[src/rtl/mono_lcd_scan.sv]
module mono_lcd_scan #(
  parameter int CLK_NS     = 31,
  parameter int SCK_MIN_NS = 166,
  parameter int COLS       = 160,
  parameter int LINES      = 242,
  parameter int SHOWN      = 240
) (
  input  logic                     clk,
  input  logic                     rst,
  output logic                     shift_clk,
  output logic                     line_latch,
  output logic                     frame_start,
  output logic [3:0]               upper_px,
  output logic [3:0]               lower_px,
  output logic                     fetch_en,
  output logic [$clog2(LINES)-1:0] fetch_line,
  output logic [$clog2(COLS)-1:0]  fetch_col,
  input  logic [7:0]               fetch_word
);
  localparam int CW = $clog2(COLS);
  localparam int LW = $clog2(LINES);
  localparam int TW = $clog2(SCK_MIN_NS + 4 * CLK_NS + 1);
  localparam logic [TW+1:0] STEP  = (TW+2)'(CLK_NS);
  localparam logic [TW+1:0] HALF  = (TW+2)'(SCK_MIN_NS / 2);
  localparam logic [TW+1:0] FULL  = (TW+2)'(SCK_MIN_NS);

  typedef enum logic [2:0] {S_BOOT, S_HI, S_LO, S_REQ, S_WAIT} st_t;

  st_t st;
  logic [TW-1:0] el;
  logic [CW-1:0] col;
  logic [LW-1:0] line;

  wire [TW+1:0] el_1 = {2'b00, el} + STEP;
  wire [TW+1:0] el_3 = {2'b00, el} + 3 * STEP;
  wire last_col  = col == CW'(COLS - 1);
  wire last_line = line == LW'(LINES - 1);
  wire vis       = line < LW'(SHOWN);

  always_ff @(posedge clk) begin
    if (rst) begin
      st <= S_BOOT;
      el <= '0;
      col <= '0;
      line <= '0;
      shift_clk <= 1'b0;
      line_latch <= 1'b0;
      frame_start <= 1'b0;
      upper_px <= '0;
      lower_px <= '0;
      fetch_en <= 1'b0;
      fetch_line <= '0;
      fetch_col <= '0;
    end else begin
      el <= el + TW'(CLK_NS);
      fetch_en <= 1'b0;
      case (st)
        S_BOOT: begin
          shift_clk <= 1'b1;
          line_latch <= 1'b1;
          el <= '0;
          st <= S_HI;
        end
        S_HI: if (el_1 > HALF) begin
          shift_clk <= 1'b0;
          st <= S_LO;
        end
        S_LO: if (el_3 > FULL) begin
          fetch_en <= vis;
          fetch_line <= line;
          fetch_col <= col;
          st <= S_REQ;
        end
        S_REQ: begin
          line_latch <= 1'b0;
          st <= S_WAIT;
        end
        S_WAIT: begin
          shift_clk <= 1'b1;
          el <= '0;
          st <= S_HI;
          upper_px <= vis ? fetch_word[7:4] : 4'h0;
          lower_px <= vis ? fetch_word[3:0] : 4'h0;
          line_latch <= last_col;
          if (col == '0) frame_start <= (line == '0);
          if (last_col) begin
            col <= '0;
            line <= last_line ? '0 : line + LW'(1);
          end else begin
            col <= col + CW'(1);
          end
        end
        default: st <= S_BOOT;
      endcase
    end
  end

  logic       sck_d, armed;
  logic [7:0] gap;
  always_ff @(posedge clk) begin
    if (rst) begin
      sck_d <= 1'b0;
      armed <= 1'b0;
      gap <= '0;
    end else begin
      sck_d <= shift_clk;
      if (shift_clk && !sck_d) begin
        gap <= 8'd1;
        armed <= 1'b1;
      end else if (gap != 8'hff) begin
        gap <= gap + 8'd1;
      end
    end
  end

  AST_PERIOD_MIN: assert property (@(posedge clk) disable iff (rst)
    (shift_clk && !sck_d && armed) |-> (int'(gap) * CLK_NS > SCK_MIN_NS));
  AST_BUS_HELD: assert property (@(posedge clk) disable iff (rst)
    (shift_clk && $past(shift_clk)) |-> $stable({upper_px, lower_px}));
  AST_LATCH_LOW_BEFORE_RISE: assert property (@(posedge clk) disable iff (rst)
    $rose(shift_clk) |-> !$past(line_latch));
  AST_FRAME_ON_RISE: assert property (@(posedge clk) disable iff (rst)
    ($rose(frame_start) || $fell(frame_start)) |-> $rose(shift_clk));
  AST_NO_DUMMY_FETCH: assert property (@(posedge clk) disable iff (rst)
    fetch_en |-> (fetch_line < LW'(SHOWN)));
  AST_FETCH_ONE_CYCLE: assert property (@(posedge clk) disable iff (rst)
    fetch_en |=> !fetch_en);
endmodule

[config.mk]
export PLATFORM = sky130hd
export DESIGN_NAME = mono_lcd_scan
export DESIGN_NICKNAME = d
export VERILOG_FILES = /design/src/rtl/mono_lcd_scan.sv
export SDC_FILE = /design/constraint.sdc
export NUM_CORES = 1
export LEC_CHECK = 0
export ABC_CLOCK_PERIOD_IN_PS = 6800
export BUFFER_PORTS_ARGS = -buffer_cell sky130_fd_sc_hd__buf_2
export CAP_MARGIN = 20
export CELL_PAD_IN_SITES_DETAIL_PLACEMENT = 1
export CELL_PAD_IN_SITES_GLOBAL_PLACEMENT = 1
export CORE_MARGIN = 10
export CORE_UTILIZATION = 46
export CTS_CLUSTER_DIAMETER = 200
export CTS_CLUSTER_SIZE = 28
export DETAILED_ROUTE_END_ITERATION = 7
export PLACE_DENSITY = 0.82
export SLEW_MARGIN = 25
export SYNTH_ARGS = -nofsm -noshare
export SYNTH_HDL_FRONTEND = slang
export SYNTH_SLANG_ARGS = --single-unit
export TNS_END_PERCENT = 20
[constraint.sdc]
create_clock -name clk -period 6.8 [get_ports clk]
set_input_delay 1.02 -clock clk [delete_from_list [all_inputs] [get_ports clk]]
set_output_delay 1.02 -clock clk [all_outputs]
set_load 0.02 [all_outputs]
==> results.env <==
VIA_COUNT=2182
TOTAL_LEAKAGE_POWER_uW=0.00113
SYNTH_EDF_COUNT=0
FIN_NETS=354
GLOBAL_ROUTE.USAGE.TOTAL_PCT=14.2
DIE_W_UM=96.5
SUM_OF_NET_HALF_PERIMETERS_AFTER_DETAILED_PLACEMENT_UM=4810
CRITICAL-PATH-SLOWEST-CELL='clkinv_1'
MAXIMUM_NUMBER_OF_PINS_ON_ONE_NET_BEFORE_GLOBAL_ROUTE_REPAIR=35
POWER-PER-CELL-AREA_nW_PER_UM2=287
DRV.MAX_CAP_VIOLATION_COUNT=0
POST-ROUTE-UTIL_PCT=52.7
REMAINING_ANTENNA_VIOLATION_COUNT_AFTER_ROUTING=0
SEQ_AREA_SQ_UM=1120
POWER.SHARE.SWITCHING_PCT=36.4
MULTI_INPUT_AREA_SQ_UM=1440
CELL_INTERNAL_PWR_uW=539
GROUTE.LAYER.MET1.USAGE_PCT=18.3
GRT_USE_MET3_PCT=3.93
MOSTFREQUENTLAYOUTCELL='dfxtp_1'
IRDROPWORSTVDD_mV=0.152
CRIT_CHAIN='buf_2, clkinv_1, o21ai_1, nor2_1'
REPORT.FINAL.SLEW_VIOL_COUNT=0
STARTPOINT_CLASS='input pin'
DRIVE_ABOVE_1_SHARE_PCT=17.3
CRITICAL_PATH.MAX_FANOUT=34
MAX_SLEW.WORST_PIN.SLEW_PS=1020
LAYOUT.CELLS.MOST_COMMON_LIST='56 x dfxtp_1, 47 x nand2_1, 44 x nor2_1'
CRITICAL-PATH-MAX-STAGE-DELAY_PS=810
INITIAL_CORE_UTIL_PCT=48.0
USE_MET2_PCT=23.1
POST_DRT_VIA_CELL_RATIO=5.35
CTS.CLK_SLEW.WORST_PATHS_PS=100
POST_SYNTH_INST_COUNT=307
CRIT_REQUIRED_PS=6970
INSERTEDDIODECOUNT=0
TNS_PS=0
GLOBAL_ROUTE_WIRE_LENGTH_BEFORE_REPAIR_UM=10700
RSZ0062_AT_GRT='false'
ROUTED_WL_UM=6390
CTS_SINK_COUNT=56
CP-END-KIND='flip-flop'
GLOBALROUTEOVERFLOWTOTAL=0
SLEW-LIMIT-HEADROOM_PCT=31.7
DESIGN.DIE.AREA_SQ_UM=9310
PORTBUFS=37
SYNTHTOLAYOUTAREAGROWTH_PCT=9.76
NUMCTSBUFFERS=5
WIRE_PER_INST_UM=15.7
WORST_SLACK_ON_HOLD_PATHS_PS=463
DIEHEIGHT_UM=96.5
SEQ_AREA_FRAC_SYNTH_PCT=41.6
INITIALDRTVIOLATIONCOUNT=66
MAX_CLOCK_FREQ_MHz=346
CTS_ROOT_BUFFER='clkbuf_8'
POST_SYNTH_NUM_CELL_TYPES=53
SYNTH_ASYNC_SR_FLOP_SHARE_PCT=0
NUMBER_OF_NETS_PRODUCED_BY_SYNTHESIS=326
FLOORPLAN.ROWS=27
PLACE_AREA_SQ_UM=2870
YOSYSWARNINGCOUNT=0
GRT_BUSIEST_LAYER='met2'
TRITONCTS='done'
DRT_PRE_ANTENNA_ITERS=4
YOSYS_REGISTER_BITS=56
LAYOUT_WORST_PATH_CYCLE_SHARE_PCT=42.5
MAPPED_CELL_AREA_SQ_UM=2690
COREAREA_SQ_UM=5610
FLOP_PWR_SHARE_PCT=48.9
CTS_HOLD_REPAIR.BUFFERS=0
ANTENNA_FOUND_INITIAL=0
SYN_AVG_CELL_AREA_SQ_UM=8.77
FINAL_CRITICAL_PATH_REQUIRED_PERIOD_PS=2890
POST_CTS_RESIZED=0
SHARE_CLK_OF_TOTAL_POWER_PCT=21.1
IO-PIN-COUNT=38
RUN_STATUS='complete, no violations'
PATH_CLASS='input pin to flip-flop'
GRT_PASS1_VIAS=2185
POST_CTS.REPAIR.SETUP_BUFFERS=0
FILL_CELLS=701
CTSHTREEMAXLEVEL=2
P_COMB_SHARE_PCT=30.0
FINCLKSKEW_PS=6.38
SETUP-VIOLATIONS-FINAL=0
LAST_WEIGHTED_CONGESTION_VALUE_OF_THE_ROUTABILITY_DRIVEN_PLACER=0.765
HP-CLASS='flip-flop to flip-flop'
CLK_LATENCY_PS=300
CTS_MAX_PATH_BUFFERS=2
SYNTH_FLOP_CELL='dfxtp_1'
FINAL_DESIGN_AREA_NO_FILL_SQ_UM=2960
TOTAL_SWITCHING_POWER_uW=309
CRIT_ARRIVAL_PS=3060
ROUTE.DETAILED.DRC=0
TIMING.FINAL.HOLD_VIOLATIONS=0
## registers in the layout (all words and copies together), names as in the netlist
| signal | cells |
|---|---|
| fetch_en | 1 |
| st | 3 |
| line_latch | 1 |
| upper_px | 4 |
| fetch_line | 8 |
| lower_px | 4 |
| el | 9 |
| line | 8 |
| frame_start | 1 |
| fetch_col | 8 |
| col | 8 |
| shift_clk | 1 |
## synthesized netlist by cell type (all sizes together) (2+ instances only)
master   count  area [sq um]
a22oi        9          67.6
ha           9           113
o21ai        9          45.0
nand2b       4          25.0
or2          3          18.8
nor2        45           171
mux2i       16           160
nand4        7          43.8
buf         10          77.6
nor4         7          58.8
or3          2          17.5
inv          7          26.3
nor2b        2          12.5
xnor2       10          87.6
a21oi        9          45.0
xor2        13           114
nand2       48           183
nand3        5          25.0
a2111oi      2          17.5
nor3         6          46.3
dfxtp       56          1120
nor3b        2          20.0
clkbuf       6          22.5
nor4b        2          17.5
## power by group through the flow
stage / Clock [uW] / Sequential [uW] / Combinational [uW]
2_1_floorplan: 0 / 390 / 241
3_3_place_gp: 0 / 423 / 242
3_5_place_dp: 0 / 423 / 253
4_1_cts: 185 / 416 / 256
5_1_grt: 199 / 424 / 290
6_report: 179 / 415 / 254
## layout make-up
cell class	instances	area share (%)
clock buffer	5	2.33
clock inverter	3	0.635
inverter	8	1.02
multi-input combinational	227	48.8
sequential	56	37.9
tap	72	3.05
timing repair buffer	37	6.27
## cell families (layout without fill, tap and decap cells)
| group | Yosys count | count (layout) | share of synthesized area (%) |
|---|---|---|---|
| AO/OA/AOI/OAI | 43 | 43 | 11.4 |
| XOR/XNOR | 23 | 23 | 7.48 |
| adder cells (fa/ha/maj) | 9 | 9 | 4.18 |
| buffers and inverters | 24 | 53 | 4.83 |
| flip-flops | 56 | 56 | 41.6 |
| multiplexers | 16 | 16 | 5.95 |
| AND/OR/NAND/NOR | 136 | 136 | 24.5 |
## per-layer routing
layer / part of all wire (%) / vias to the layer above
met1: 47 / 1029
li1: - / 1100
met3: 5.6 / 7
met5: 0 / -
met4: 1.0 / 0
met2: 47 / 46
## worst max-delay path, delay by kind of cell
kind	cells	cell delay, ps
AOI/OAI and AO/OA	1	730
buffers and inverters	2	1170
and+or+nand+nor	1	130
## metrics by stage
stage          std cells  power [uW]  worst slack, ps
2_1_floorplan        307         631             4640
3_3_place_gp         400         664             3710
3_5_place_dp         400         676             3610
4_1_cts              408         857             3910
5_1_grt              408         912             3630
6_report             408         848             3910
## final timing paths
path,start,end,slack [ps],depth (start not counted)
max,rst,el[5],3910,4
max reg2reg,el[0],fetch_en,3980,8
min,fetch_col[5],fetch_col[5],460,2
min reg2reg,fetch_col[5],fetch_col[5],460,2
No activity file was read; power rests on OpenSTA's default activity.
